<file path="config.mk">
export PLATFORM = sky130hd
export DESIGN_NAME = flash_cmd_decoder
export DESIGN_NICKNAME = d
export VERILOG_FILES = /design/src/rtl/fcd_pkg.sv /design/src/rtl/fcd_cycle_match.sv /design/src/rtl/fcd_seq_fsm.sv /design/src/rtl/fcd_op_reg.sv /design/src/rtl/flash_cmd_decoder.sv
export SDC_FILE = /design/constraint.sdc
export NUM_CORES = 1
export LEC_CHECK = 0
export ABC_AREA = 1
export BUFFER_PORTS_ARGS = -buffer_cell sky130_fd_sc_hd__buf_2
export CORE_MARGIN = 5
export CORE_UTILIZATION = 45
export DETAILED_ROUTE_END_ITERATION = 10
export GPL_TIMING_DRIVEN = 1
export PLACE_DENSITY_LB_ADDON = 0.2
export REMOVE_ABC_BUFFERS = 1
export SKIP_LAST_GASP = 1
export SLEW_MARGIN = 5
export SYNTH_ARGS = -nofsm -noshare
export SYNTH_HDL_FRONTEND = slang
export SYNTH_HIERARCHICAL = 1
export SYNTH_SLANG_ARGS = --single-unit
export TNS_END_PERCENT = 100
</file>
<file path="constraint.sdc">
create_clock -name clk -period 2.6 [get_ports clk]
set_input_delay 0.13 -clock clk [delete_from_list [all_inputs] [get_ports clk]]
set_output_delay 0.13 -clock clk [all_outputs]
set_load 0.05 [all_outputs]
</file>
<file path="src/rtl/fcd_pkg.sv">
package fcd_pkg;

    localparam int CMP_AW = 15;
    localparam int CMP_DW = 8;

    localparam logic [CMP_AW-1:0] ADR_UNL_A = 15'h5555;
    localparam logic [CMP_AW-1:0] ADR_UNL_B = 15'h2AAA;
    localparam logic [CMP_AW-1:0] ADR_SHORT = 15'h0055;

    localparam logic [CMP_DW-1:0] KEY_A     = 8'hAA;
    localparam logic [CMP_DW-1:0] KEY_B     = 8'h55;
    localparam logic [CMP_DW-1:0] CMD_PROG  = 8'hA0;
    localparam logic [CMP_DW-1:0] CMD_ERPRE = 8'h80;
    localparam logic [CMP_DW-1:0] CMD_IDENT = 8'h90;
    localparam logic [CMP_DW-1:0] CMD_QUERY = 8'h98;
    localparam logic [CMP_DW-1:0] CMD_EXIT  = 8'hF0;
    localparam logic [CMP_DW-1:0] CMD_CHIP  = 8'h10;
    localparam logic [CMP_DW-1:0] CMD_SECT  = 8'h30;
    localparam logic [CMP_DW-1:0] CMD_BLK   = 8'h50;

    typedef enum logic [2:0] {
        S_IDLE, S_UNL1, S_UNL2, S_PROG, S_ER3, S_ER4, S_ER5
    } seq_st_e;

    typedef enum logic [1:0] {
        RM_ARRAY = 2'd0, RM_IDENT = 2'd1, RM_QUERY = 2'd2
    } rd_mode_e;

    typedef enum logic [1:0] {
        OP_PROG = 2'd0, OP_SECT = 2'd1, OP_BLK = 2'd2, OP_CHIP = 2'd3
    } op_kind_e;

    typedef struct packed {
        logic              key_a;    // 0xAA at 0x5555
        logic              key_b;    // 0x55 at 0x2AAA
        logic              at_cmd;   // address 0x5555
        logic              at_short; // address 0x0055
        logic [CMP_DW-1:0] code;
    } cyc_t;

endpackage

</file>
<file path="src/rtl/fcd_cycle_match.sv">
module fcd_cycle_match
    import fcd_pkg::*;
(
    input  logic [CMP_AW-1:0] addr,
    input  logic [CMP_DW-1:0] data,
    output cyc_t              cyc
);
    always_comb begin
        cyc.at_cmd   = (addr == ADR_UNL_A);
        cyc.at_short = (addr == ADR_SHORT);
        cyc.code     = data;
        cyc.key_a    = cyc.at_cmd && (data == KEY_A);
        cyc.key_b    = (addr == ADR_UNL_B) && (data == KEY_B);
    end
endmodule

</file>
<file path="src/rtl/fcd_seq_fsm.sv">
module fcd_seq_fsm
    import fcd_pkg::*;
(
    input  logic     clk,
    input  logic     rst,
    input  logic     stb,
    input  logic     busy,
    input  cyc_t     cyc,
    output rd_mode_e mode,
    output logic     go,
    output op_kind_e go_kind
);
    seq_st_e  st_q, st_n;
    rd_mode_e mode_q, mode_n;

    always_comb begin
        st_n    = st_q;
        mode_n  = mode_q;
        go      = 1'b0;
        go_kind = OP_PROG;
        if (stb && !busy) begin
            st_n = S_IDLE;
            unique case (st_q)
                S_IDLE: begin
                    if (cyc.key_a)
                        st_n = S_UNL1;
                    else if (cyc.at_short && cyc.code == CMD_QUERY)
                        mode_n = RM_QUERY;
                    else
                        mode_n = RM_ARRAY; // exit byte or stray write
                end
                S_UNL1: if (cyc.key_b) st_n = S_UNL2; else mode_n = RM_ARRAY;
                S_UNL2: begin
                    mode_n = RM_ARRAY;
                    if (cyc.at_cmd) begin
                        case (cyc.code)
                            CMD_PROG:  begin st_n = S_PROG; mode_n = mode_q; end
                            CMD_ERPRE: begin st_n = S_ER3;  mode_n = mode_q; end
                            CMD_IDENT: mode_n = RM_IDENT;
                            CMD_QUERY: mode_n = RM_QUERY;
                            default:   mode_n = RM_ARRAY;
                        endcase
                    end
                end
                S_PROG: begin
                    go      = 1'b1;
                    go_kind = OP_PROG;
                end
                S_ER3: if (cyc.key_a) st_n = S_ER4; else mode_n = RM_ARRAY;
                S_ER4: if (cyc.key_b) st_n = S_ER5; else mode_n = RM_ARRAY;
                S_ER5: begin
                    if (cyc.at_cmd && cyc.code == CMD_CHIP) begin
                        go = 1'b1; go_kind = OP_CHIP;
                    end else if (cyc.code == CMD_SECT) begin
                        go = 1'b1; go_kind = OP_SECT;
                    end else if (cyc.code == CMD_BLK) begin
                        go = 1'b1; go_kind = OP_BLK;
                    end else begin
                        mode_n = RM_ARRAY;
                    end
                end
                default: mode_n = RM_ARRAY;
            endcase
        end
    end

    always_ff @(posedge clk) begin
        if (rst) begin
            st_q   <= S_IDLE;
            mode_q <= RM_ARRAY;
        end else begin
            st_q   <= st_n;
            mode_q <= mode_n;
        end
    end

    assign mode = mode_q;


    hold_chk: assert property (@(posedge clk) disable iff (rst)
        (!stb || busy) |=> ($stable(mode_q) && $stable(st_q)));

endmodule

</file>
<file path="src/rtl/fcd_op_reg.sv">
module fcd_op_reg
    import fcd_pkg::*;
#(
    parameter int ADDR_W   = 19,
    parameter int DATA_W   = 16,
    parameter int SECT_LSB = 11,
    parameter int BLK_LSB  = 15
) (
    input  logic              clk,
    input  logic              rst,
    input  logic              go,
    input  op_kind_e          go_kind,
    input  logic [ADDR_W-1:0] addr,
    input  logic [DATA_W-1:0] data,
    output logic              op_start,
    output op_kind_e          op_kind,
    output logic [ADDR_W-1:0] op_addr,
    output logic [DATA_W-1:0] op_data
);
    logic [ADDR_W-1:0] sect_addr, blk_addr, tgt_addr;

    assign sect_addr = {addr[ADDR_W-1:SECT_LSB], {SECT_LSB{1'b0}}};
    assign blk_addr  = {addr[ADDR_W-1:BLK_LSB],  {BLK_LSB{1'b0}}};

    always_comb begin
        unique case (go_kind)
            OP_PROG: tgt_addr = addr;
            OP_SECT: tgt_addr = sect_addr;
            OP_BLK:  tgt_addr = blk_addr;
            default: tgt_addr = '0;
        endcase
    end

    always_ff @(posedge clk) begin
        if (rst) begin
            op_start <= 1'b0;
            op_kind  <= OP_PROG;
            op_addr  <= '0;
            op_data  <= '0;
        end else begin
            op_start <= go;
            if (go) begin
                op_kind <= go_kind;
                op_addr <= tgt_addr;
                op_data <= (go_kind == OP_PROG) ? data : '0;
            end
        end
    end


    pulse_one_chk: assert property (@(posedge clk) disable iff (rst)
        op_start |=> !op_start);

    chip_addr_chk: assert property (@(posedge clk) disable iff (rst)
        (op_start && op_kind == OP_CHIP) |-> (op_addr == '0 && op_data == '0));

    sect_align_chk: assert property (@(posedge clk) disable iff (rst)
        (op_start && op_kind == OP_SECT) |-> (op_addr[SECT_LSB-1:0] == '0));

    blk_align_chk: assert property (@(posedge clk) disable iff (rst)
        (op_start && op_kind == OP_BLK) |-> (op_addr[BLK_LSB-1:0] == '0));

endmodule

</file>
<file path="src/rtl/flash_cmd_decoder.sv">
module flash_cmd_decoder
    import fcd_pkg::*;
#(
    parameter int ADDR_W   = 19,
    parameter int DATA_W   = 16,
    parameter int SECT_LSB = 11,
    parameter int BLK_LSB  = 15
) (
    input  logic              clk,
    input  logic              rst,
    input  logic              wr_stb,
    input  logic [ADDR_W-1:0] wr_addr,
    input  logic [DATA_W-1:0] wr_data,
    input  logic              busy,
    output logic              op_start,
    output logic [1:0]        op_kind,
    output logic [ADDR_W-1:0] op_addr,
    output logic [DATA_W-1:0] op_data,
    output logic [1:0]        rd_mode
);
    cyc_t     cyc;
    rd_mode_e mode;
    logic     go;
    op_kind_e go_kind, kind_q;

    fcd_cycle_match u_match (
        .addr (wr_addr[CMP_AW-1:0]),
        .data (wr_data[CMP_DW-1:0]),
        .cyc  (cyc)
    );

    fcd_seq_fsm u_fsm (
        .clk     (clk),
        .rst     (rst),
        .stb     (wr_stb),
        .busy    (busy),
        .cyc     (cyc),
        .mode    (mode),
        .go      (go),
        .go_kind (go_kind)
    );

    fcd_op_reg #(
        .ADDR_W   (ADDR_W),
        .DATA_W   (DATA_W),
        .SECT_LSB (SECT_LSB),
        .BLK_LSB  (BLK_LSB)
    ) u_op (
        .clk      (clk),
        .rst      (rst),
        .go       (go),
        .go_kind  (go_kind),
        .addr     (wr_addr),
        .data     (wr_data),
        .op_start (op_start),
        .op_kind  (kind_q),
        .op_addr  (op_addr),
        .op_data  (op_data)
    );

    assign op_kind = kind_q;
    assign rd_mode = mode;

endmodule

</file>
==> results.py, run 1 <==
metrics = {
    "cts": {
        "cts_tree": "done",
        "clk_pin_slew_worst_paths_ps": 80,
        "cts-resized-gates": 0,
        "cts-htree-levels": 2,
        "clk_latency_ps": 290,
        "cts_buffers": 5,
        "clkSinkCount": 43,
        "cts_max_path_buffers": 2,
        "hold_buffers": 0,
        "root_buffer": "clkbuf_8",
        "cts_setup_buffers": 0,
    },
    "drt": {
        "routed_wl_um": 5587,
        "antenna_left": 0,
        "first_pass_iters": 4,
        "post-route-drc-count": 0,
        "via_per_inst": 4.423,
        "num_vias": 2322,
        "wire_per_inst_um": 10.64,
        "drt_iter0_markers": 79,
    },
    "floorplan": {
        "core-area_mm2": 0.005107,
        "die_y_um": 82.72,
        "die_w_um": 82.72,
        "start_util": 0.4659,
        "pin_count": 79,
        "placementRows": 26,
        "dieArea_mm2": 0.006843,
    },
    "timing": {
        "relSlewSlack": 0.4972,
        "tightest_slew_ps": 754.1,
        "tns_ps": 0,
        "timing.fmax_mhz": 466.5,
        "finalSetupViolCount": 0,
        "rsz0062_at_grt": "no",
        "post-route-min-period_ps": 2144,
        "final-hold-violation-count": 0,
        "slew_viol_final": 0,
        "finalCritPeriodShare": 0.8245,
        "clock_skew_ps": 2.265,
    },
    "global_routing": {
        "grt.busiest_layer": "met2",
        "grt_pass1_vias": 2136,
        "antenna_found_initial": 0,
        "track_usage": 0.1702,
        "grt_start_max_net_pins": 43,
        "use_met2": 0.3085,
        "met3_usage": 0.03145,
        "grt_util_met1": 0.2013,
        "grt_pass1_wl_um": 9080,
        "gr-total-overflow": 0,
    },
    "worst_setup_path": {
        "crit_type": "flop to flop",
        "worstPathCellList": "nand2_2 > nor2_4 > nand2_1 > nor2_2 > inv_1 > a31oi_1 > inv_2 > nor2_4 > buf_12 > nand2_1 > a21oi_1",
        "critical_path.top_delay_family": "simple AND/OR/NAND/NOR gates",
        "cp-end-kind": "flop",
        "cp_max_fo": 21,
        "path_buf_inv": 3,
        "worstPathArrival_ps": 2360,
        "slowest_stage": "dfxtp_1",
        "start_kind": "flop",
        "slowest_delay_ps": 520,
        "crit_required_ps": 2820,
    },
    "yosys": {
        "synth-edff-count": 0,
        "syn_inst": 389,
        "synth_ff_type": "dfxtp_1",
        "synthesis.area_mm2": 0.002380,
        "ys_warn_count": 6,
        "synth_cell_types": 26,
        "syn_avg_cell_area_um2": 6.118,
        "ys_seq_area_frac": 0.3617,
        "synthArstFlopShare": 0,
        "ys_ff_latch": 43,
    },
    "pwr": {
        "vdd_drop_max_v": 0.0002959,
        "p_per_area_mw_per_mm2": 445.9,
        "power_leakage_nw": 1.461,
        "power.total_mw": 1.273,
    },
    "status": {
        "status": "finished, final reports clean",
    },
    "layout": {
        "layout_commonest_cell": "nand2_1",
        "drive_gt1_frac": 0.2330,
        "regArea_um2": 860.8,
        "area_growth_pct": 19.93,
        "layout_common_cells": "nand2_1, buf_2, inv_1, nor2_1, dfxtp_1",
        "multi_input_area_mm2": 0.001119,
        "final_net_count": 494,
        "fillers": 541,
        "antenna_cells": 0,
    },
    "job": {
        "cap_violations": 0,
    },
    "worst_hold_path": {
        "hp-class": "input port to flop",
    },
    "placement": {
        "gp_congestion": 0.8923,
        "dp_hpwl_um": 4100,
        "port_buffers": 78,
    },
}
==> layout make-up <==
class / instances / share of cell area
Tap cell: 70 / 0.03069
Sequential cell: 43 / 0.3016
Multi-Input combinational cell: 256 / 0.3919
Clock inverter: 1 / 0.01052
Inverter: 67 / 0.08812
Clock buffer: 6 / 0.02543
Timing Repair Buffer: 82 / 0.1517
==> cells by family after synthesis <==
group	after synthesis	synth area share
AOI/OAI and AO/OA	42	0.09254
DFF	43	0.3617
buffers and inverters	90	0.1693
and+or+nand+nor	214	0.3764
==> power breakdown <==
group	internal, mW	switching (mW)	leakage (nW)
combinational	0.0422	0.0716	1.06
sequential	0.660	0.000770	0.346
clock	0.282	0.217	0.0513
==> metrics by stage <==
step / cells / instance area, um2 / utilization / hold slack (ps) / setup WS [ps]
2_1_floorplan: 366 / 2228 / - / 199.1 / 63.85
3_3_place_gp: 518 / 2751 / 0.5387 / 398.7 / 471.6
3_5_place_dp: 518 / 2751 / 0.5387 / 409.9 / 430.5
4_1_cts: 525 / 2854 / 0.5588 / 98.93 / 467.8
5_1_grt: 525 / 2854 / 0.5588 / 125.9 / 233.1
6_report: 525 / 2854 / 0.5588 / 106.6 / 456.2
==> worst reg2reg max path: cells and delay by family (launching register included) <==
| family | cells | cell delay [ps] |
|---|---|---|
| AND/OR/NAND/NOR | 6 | 860 |
| flip-flops | 1 | 520 |
| buffers and inverters | 3 | 370 |
| AO/OA/AOI/OAI | 2 | 340 |
==> per-layer routing <==
layer	wire, um	part of all wire
met5	0	0
met4	54	0.0097
met3	306	0.055
met2	2683	0.48
met1	2543	0.46
==> final timing paths <==
path / slack [ps] / startpoint / to / cells past startpoint
setup / recovery: 460 / u_fsm/st_q[1] / u_op/op_addr[7] / 11
hold / removal: 110 / wr_addr[18] / u_op/op_addr[18] / 5
setup reg to reg: 460 / u_fsm/st_q[1] / u_op/op_addr[7] / 11
hold reg to reg: 460 / u_op/op_data[6] / u_op/op_data[6] / 2
==> cell usage after synthesis (all sizes together), types with 2 or more instances <==
library cell / n / share of area
inv: 67 / 0.11
nor2: 73 / 0.13
nand3: 8 / 0.023
dfxtp: 43 / 0.36
o21ai: 2 / 0.0042
a21oi: 37 / 0.079
nor3: 8 / 0.017
buf: 21 / 0.060
clkbuf: 2 / 0.0032
nand2: 119 / 0.19
nand4: 3 / 0.0079
==> state kept, by name (all words and copies together), names as in the netlist <==
name	cells
u_op/op_addr	19
u_op/op_data	16
u_fsm/st_q	3
u_fsm/mode	2
u_op/op_kind	2
u_op/op_start	1
No activity file was read; power rests on OpenSTA's default activity.
==> run 2: changes to the inputs <==
- clock period: 2.6 -> 1.81 ns (I/O delays scaled with it)
==> run 2 against run 1 <==
  * The flow now finishes with violations (setup timing)
  * Wire length grew 13%
  * Sequential cell count is the same
  * Final area grew 11%
  * Global-route usage grew 0.27 points
  * Clock power grew 76%
  * Non-clock buffer count grew 19
  * Critical path depth grew 1
  * Hold slack lost 40 ps
  * Largest cell class unchanged
==> results.py, run 2 (synthesized netlist as in run 1, its figures left out) <==
metrics = {
    "drt": {
        "drt_iter0_markers": 124,
        "antenna_left": 0,
        "routed_wl_um": 6294,
        "first_pass_iters": 4,
        "via_per_inst": 4.565,
        "wire_per_inst_um": 11.55,
        "post-route-drc-count": 0,
        "num_vias": 2488,
    },
    "placement": {
        "port_buffers": 78,
        "dp_slack_ps": -37.52,
        "dp_hpwl_um": 4275,
        "dp_cells": 527,
        "gp_congestion": 0.8809,
        "placed_cell_area_mm2": 0.002831,
    },
    "layout": {
        "largest_reg_flops": 19,
        "fillers": 513,
        "area_growth_pct": 33.65,
        "final_area_mm2": 0.003181,
        "layout_common_cells": "nand2_1, buf_2, nor2_1",
        "regArea_um2": 869.6,
        "layout_commonest_cell": "nand2_1",
        "top_regs": "u_op/op_addr (19), u_op/op_data (16), u_fsm/st_q (3)",
        "largest-register": "u_op/op_addr",
        "multi_input_area_mm2": 0.001210,
        "drive_gt1_frac": 0.3116,
        "final_net_count": 513,
        "final_cells": 545,
        "antenna_cells": 0,
    },
    "timing": {
        "finalSetupViolCount": 17,
        "timing.final.ws_setup_ps": -63.99,
        "relSlewSlack": 0.6405,
        "slew_viol_final": 0,
        "rsz0062_at_grt": "yes",
        "tns_ps": -360.0,
        "post-route-min-period_ps": 1874,
        "clock_skew_ps": 6.828,
        "tightest_slew_ps": 539.2,
        "final-hold-violation-count": 0,
        "finalCritPeriodShare": 1.035,
        "timing.fmax_mhz": 533.6,
    },
    "status": {
        "status": "finished with violations",
        "violations": "setup timing",
    },
    "cts": {
        "cts-htree-levels": 2,
        "clk_pin_slew_worst_paths_ps": 80,
        "cts_max_path_buffers": 2,
        "cts_tree": "done",
        "clkSinkCount": 43,
        "clk_latency_ps": 300,
        "root_buffer": "clkbuf_8",
        "cts_buffers": 5,
    },
    "worst_setup_path": {
        "crit_required_ps": 2030,
        "cp_max_fo": 7,
        "start_kind": "flop",
        "cp-end-kind": "flop",
        "worstPathArrival_ps": 2090,
        "crit_type": "flop to flop",
    },
    "pwr": {
        "p_per_area_mw_per_mm2": 627.7,
        "vdd_drop_max_v": 0.0003511,
        "power_leakage_nw": 1.608,
    },
    "global_routing": {
        "grt_pass1_vias": 2185,
        "antenna_found_initial": 0,
        "track_usage": 0.1729,
        "grt_pass1_wl_um": 9335,
        "grt_start_max_net_pins": 29,
        "gr-total-overflow": 0,
    },
    "floorplan": {
        "die_w_um": 82.72,
        "dieArea_mm2": 0.006843,
        "placementRows": 26,
        "pin_count": 79,
        "start_util": 0.4659,
        "core-area_mm2": 0.005107,
        "die_y_um": 82.72,
    },
    "job": {
        "cap_violations": 0,
    },
    "worst_hold_path": {
        "hp-class": "input port to flop",
    },
}
## run 2: changes by cell type in the layout (fill, tap and decap cells not counted), moves of 3 or more
cell and delta:
a21oi_1 -11, a21oi_2 +11, buf_4 +15, dfxtp_1 -3, nand2_1 -6, nand2_2 +3
nand2_4 +3
## run 2: worst paths after layout
check / startpoint / endpoint / slack (ps) / depth (start not counted)
worst max-delay path: u_fsm/st_q[0] / u_op/op_addr[2] / -60 / 12
worst min-delay path: wr_addr[11] / u_op/op_addr[11] / 70 / 3
worst min register to register: u_op/op_data[5] / u_op/op_data[5] / 470 / 2
worst max register to register: u_fsm/st_q[0] / u_op/op_addr[2] / -60 / 12
## run 2: power by group
part           switching [mW]  leakage (nW)  internal [mW]
Clock                   0.324        0.0654          0.552
Sequential            0.00104         0.349          0.944
Combinational           0.112          1.19         0.0635
## run 2: metal layers
layer  share of wire  global-route usage  up-vias
li1                -                   -     1321
met1            0.43              0.2052     1094
met5               0                   0        -
met2            0.49              0.3085       64
met3           0.062             0.04338        9
met4           0.014             0.04575        0
## run 2: worst max-delay path: stages (launching register included)
cell and delay (ps):
dfxtp_4 360, inv_4 60, nand2_4 50, nor2_4 140, nand2_2 90, nor2_4 100
inv_2 60, a31oi_4 200, inv_2 80, nor2_4 260, clkbuf_16 220, nand2_1 50
a21oi_1 140
## run 2: area by class of cell
type	instances	share of cell area
clock buffer	6	0.02282
clock inverter	2	0.01888
inverter	67	0.07986
multi-input combinational	256	0.3804
sequential	43	0.2734
tap	70	0.02754
timing repair buffer	101	0.1971
## run 2: through the flow
stage                     hold WS, ps    util  power (mW)
after floorplan                 159.6       -       1.049
after global placement          359.6  0.5544       1.138
after detailed placement        371.7  0.5544       1.141
after CTS                       52.72  0.5816       2.015
after global routing            67.17  0.6227       2.091
final                           66.49  0.6227       1.996
## run 2: what timing repair did
action,in CTS,in global routing
gates resized for setup,1,29
setup endpoints to repair,22,35
buffers inserted,0,7
hold buffers,0,0
cloned,0,3
pin swaps,0,9
==> run 3: changes to the inputs <==
- BUFFER_PORTS_ARGS: -buffer_cell sky130_fd_sc_hd__buf_2 -> unset
- DONT_BUFFER_PORTS: unset -> 1
==> run 3 against run 2 <==
  * The run now ends clean
  * Combinational power shrank 23%
  * Count of clock-buffer cells in the layout unchanged
  * Sequential power up 1%
  * Final area decreased by 6.2%
  * Register-to-register slack better by 120 ps
  * Via count down 8.6%
  * First-iteration DRC count is 40% lower
  * Clock skew about the same
  * Critical path type unchanged
  * Wire length is 3.3% lower
  * Sequential cell count unchanged
==> results.py, run 3 (synthesized netlist as in run 1, its figures left out) <==
metrics = {
    "status": {
        "status": "finished, final reports clean",
    },
    "layout": {
        "fillers": 520,
        "area_growth_pct": 25.39,
        "largest_reg_flops": 19,
        "drive_gt1_frac": 0.1549,
        "final_util": 0.5843,
        "top_regs": "u_op/op_addr (19), u_op/op_data (16), u_fsm/st_q (3)",
        "antenna_cells": 0,
        "final_cells": 496,
        "layout_common_cells": "nand2_1, nor2_1, inv_1",
        "layout_commonest_cell": "nand2_1",
        "final_net_count": 464,
        "largest-register": "u_op/op_addr",
    },
    "global_routing": {
        "gr-total-overflow": 0,
        "antenna_found_initial": 0,
        "track_usage": 0.1734,
        "grt_pass1_wl_um": 9287,
        "grt_pass1_vias": 2121,
        "grt_start_max_net_pins": 43,
    },
    "worst_setup_path": {
        "worstPathArrival_ps": 1980,
        "cp_max_fo": 16,
        "critical_path.top_delay_family": "simple AND/OR/NAND/NOR gates",
        "worstPathCellList": "inv_4 > nand2_2 > nor2_4 > nand2_1 > nor2_2 > inv_2 > a31oi_4 > inv_2 > nor2_4 > clkbuf_16 > nand2_1 > a21oi_1",
        "crit_required_ps": 2030,
        "slowest_delay_ps": 370,
        "start_kind": "flop",
        "slowest_stage": "dfxtp_4",
        "crit_type": "flop to flop",
        "path_buf_inv": 4,
        "cp-end-kind": "flop",
    },
    "pwr": {
        "pwr-share-seq": 0.515,
        "vdd_drop_max_v": 0.0002760,
        "swShare": 0.2148,
        "power.total_mw": 1.856,
        "p_per_area_mw_per_mm2": 622.0,
        "clkPwrFrac": 0.412,
        "p_int_mw": 1.457,
        "switching_power_uw": 398.7,
        "power_leakage_nw": 1.353,
        "p_comb_frac": 0.073,
    },
    "drt": {
        "post-route-drc-count": 0,
        "num_vias": 2275,
        "via_per_inst": 4.587,
        "routed_wl_um": 6087,
        "first_pass_iters": 4,
        "drt_iter0_markers": 75,
        "wire_per_inst_um": 12.27,
        "antenna_left": 0,
    },
    "timing": {
        "finalCritPeriodShare": 0.9697,
        "tns_ps": 0,
        "finalSetupViolCount": 0,
        "timing.fmax_mhz": 569.8,
        "slew_viol_final": 0,
        "relSlewSlack": 0.6454,
        "tightest_slew_ps": 531.2,
        "rsz0062_at_grt": "yes",
        "post-route-min-period_ps": 1755,
        "clock_skew_ps": 6.713,
        "final-hold-violation-count": 0,
    },
    "placement": {
        "gp_congestion": 0.8938,
        "dp_cells": 462,
        "dp_hpwl_um": 3990,
        "port_buffers": 0,
    },
    "job": {
        "cap_violations": 0,
    },
    "cts": {
        "root_buffer": "clkbuf_8",
        "cts-htree-levels": 2,
        "clk_latency_ps": 290,
        "clk_pin_slew_worst_paths_ps": 80,
        "cts_max_path_buffers": 2,
        "clkSinkCount": 43,
        "cts_buffers": 5,
        "cts_tree": "done",
    },
    "worst_hold_path": {
        "hp-class": "input port to flop",
    },
    "floorplan": {
        "die_w_um": 82.72,
        "core-area_mm2": 0.005107,
        "placementRows": 26,
        "start_util": 0.4659,
        "die_y_um": 82.72,
        "pin_count": 79,
        "dieArea_mm2": 0.006843,
    },
}
==> run 3: final cells by class <==
class	count	area, um2	area share
Clock buffer	6	82.58	0.02767
Clock inverter	2	35.03	0.01174
Inverter	67	254.0	0.08512
Multi-Input combinational cell	256	1141	0.3824
Sequential cell	43	867.1	0.2906
Tap cell	70	87.58	0.02935
Timing Repair Buffer	52	516.7	0.1732
==> run 3: through the flow <==
step	setup slack [ps]	hold slack, ps	cell area (um2)
final	54.92	9.927	2984
after global routing	-55.22	1.751	2984
after CTS	67.13	0.03553	2867
after detailed placement	85.47	167.4	2539
after global placement	143.8	165.1	2539
after floorplan	-726.2	159.6	2228
==> run 3: path summary, 6_finish.rpt <==
path,startpoint,end,slack (ps),cells past startpoint
min reg2reg,u_op/op_addr[3],u_op/op_addr[3],470,2
min,wr_data[8],u_op/op_data[8],10,4
max,u_fsm/st_q[0],u_op/op_addr[9],50,12
max reg2reg,u_fsm/st_q[0],u_op/op_addr[9],50,12
==> run 3: tightest hold or removal path: cells and delay by family <==
family                 cells  cell delay, ps
AND/OR/NAND/NOR            2              80
AO/OA/AOI/OAI              1              50
buffers and inverters      1              30
==> run 3: repair_timing <==
item / in CTS / in global routing
resized for setup: 0 / 12
hold buffers: 20 / 1
hold endpoints to repair: 43 / 1
setup buffers: 0 / 3
endpoints found under the setup margin: 0 / 32
==> run 3: power groups by stage <==
| stage | clock network, mW | registers, mW | logic [mW] |
|---|---|---|---|
| global route | 0.840 | 0.957 | 0.155 |
| detailed placement | 0 | 0.980 | 0.0794 |
| finish | 0.764 | 0.957 | 0.135 |
| CTS | 0.802 | 0.958 | 0.133 |
| floorplan | 0 | 0.980 | 0.0690 |
| global placement | 0 | 0.980 | 0.0773 |
==> run 3: routing by layer <==
metal | wire [um] | global-route usage
met1 | 2614 | 0.1926
met4 | 42 | 0.04412
met2 | 2984 | 0.3173
met3 | 445 | 0.05531
met5 | 0 | 0
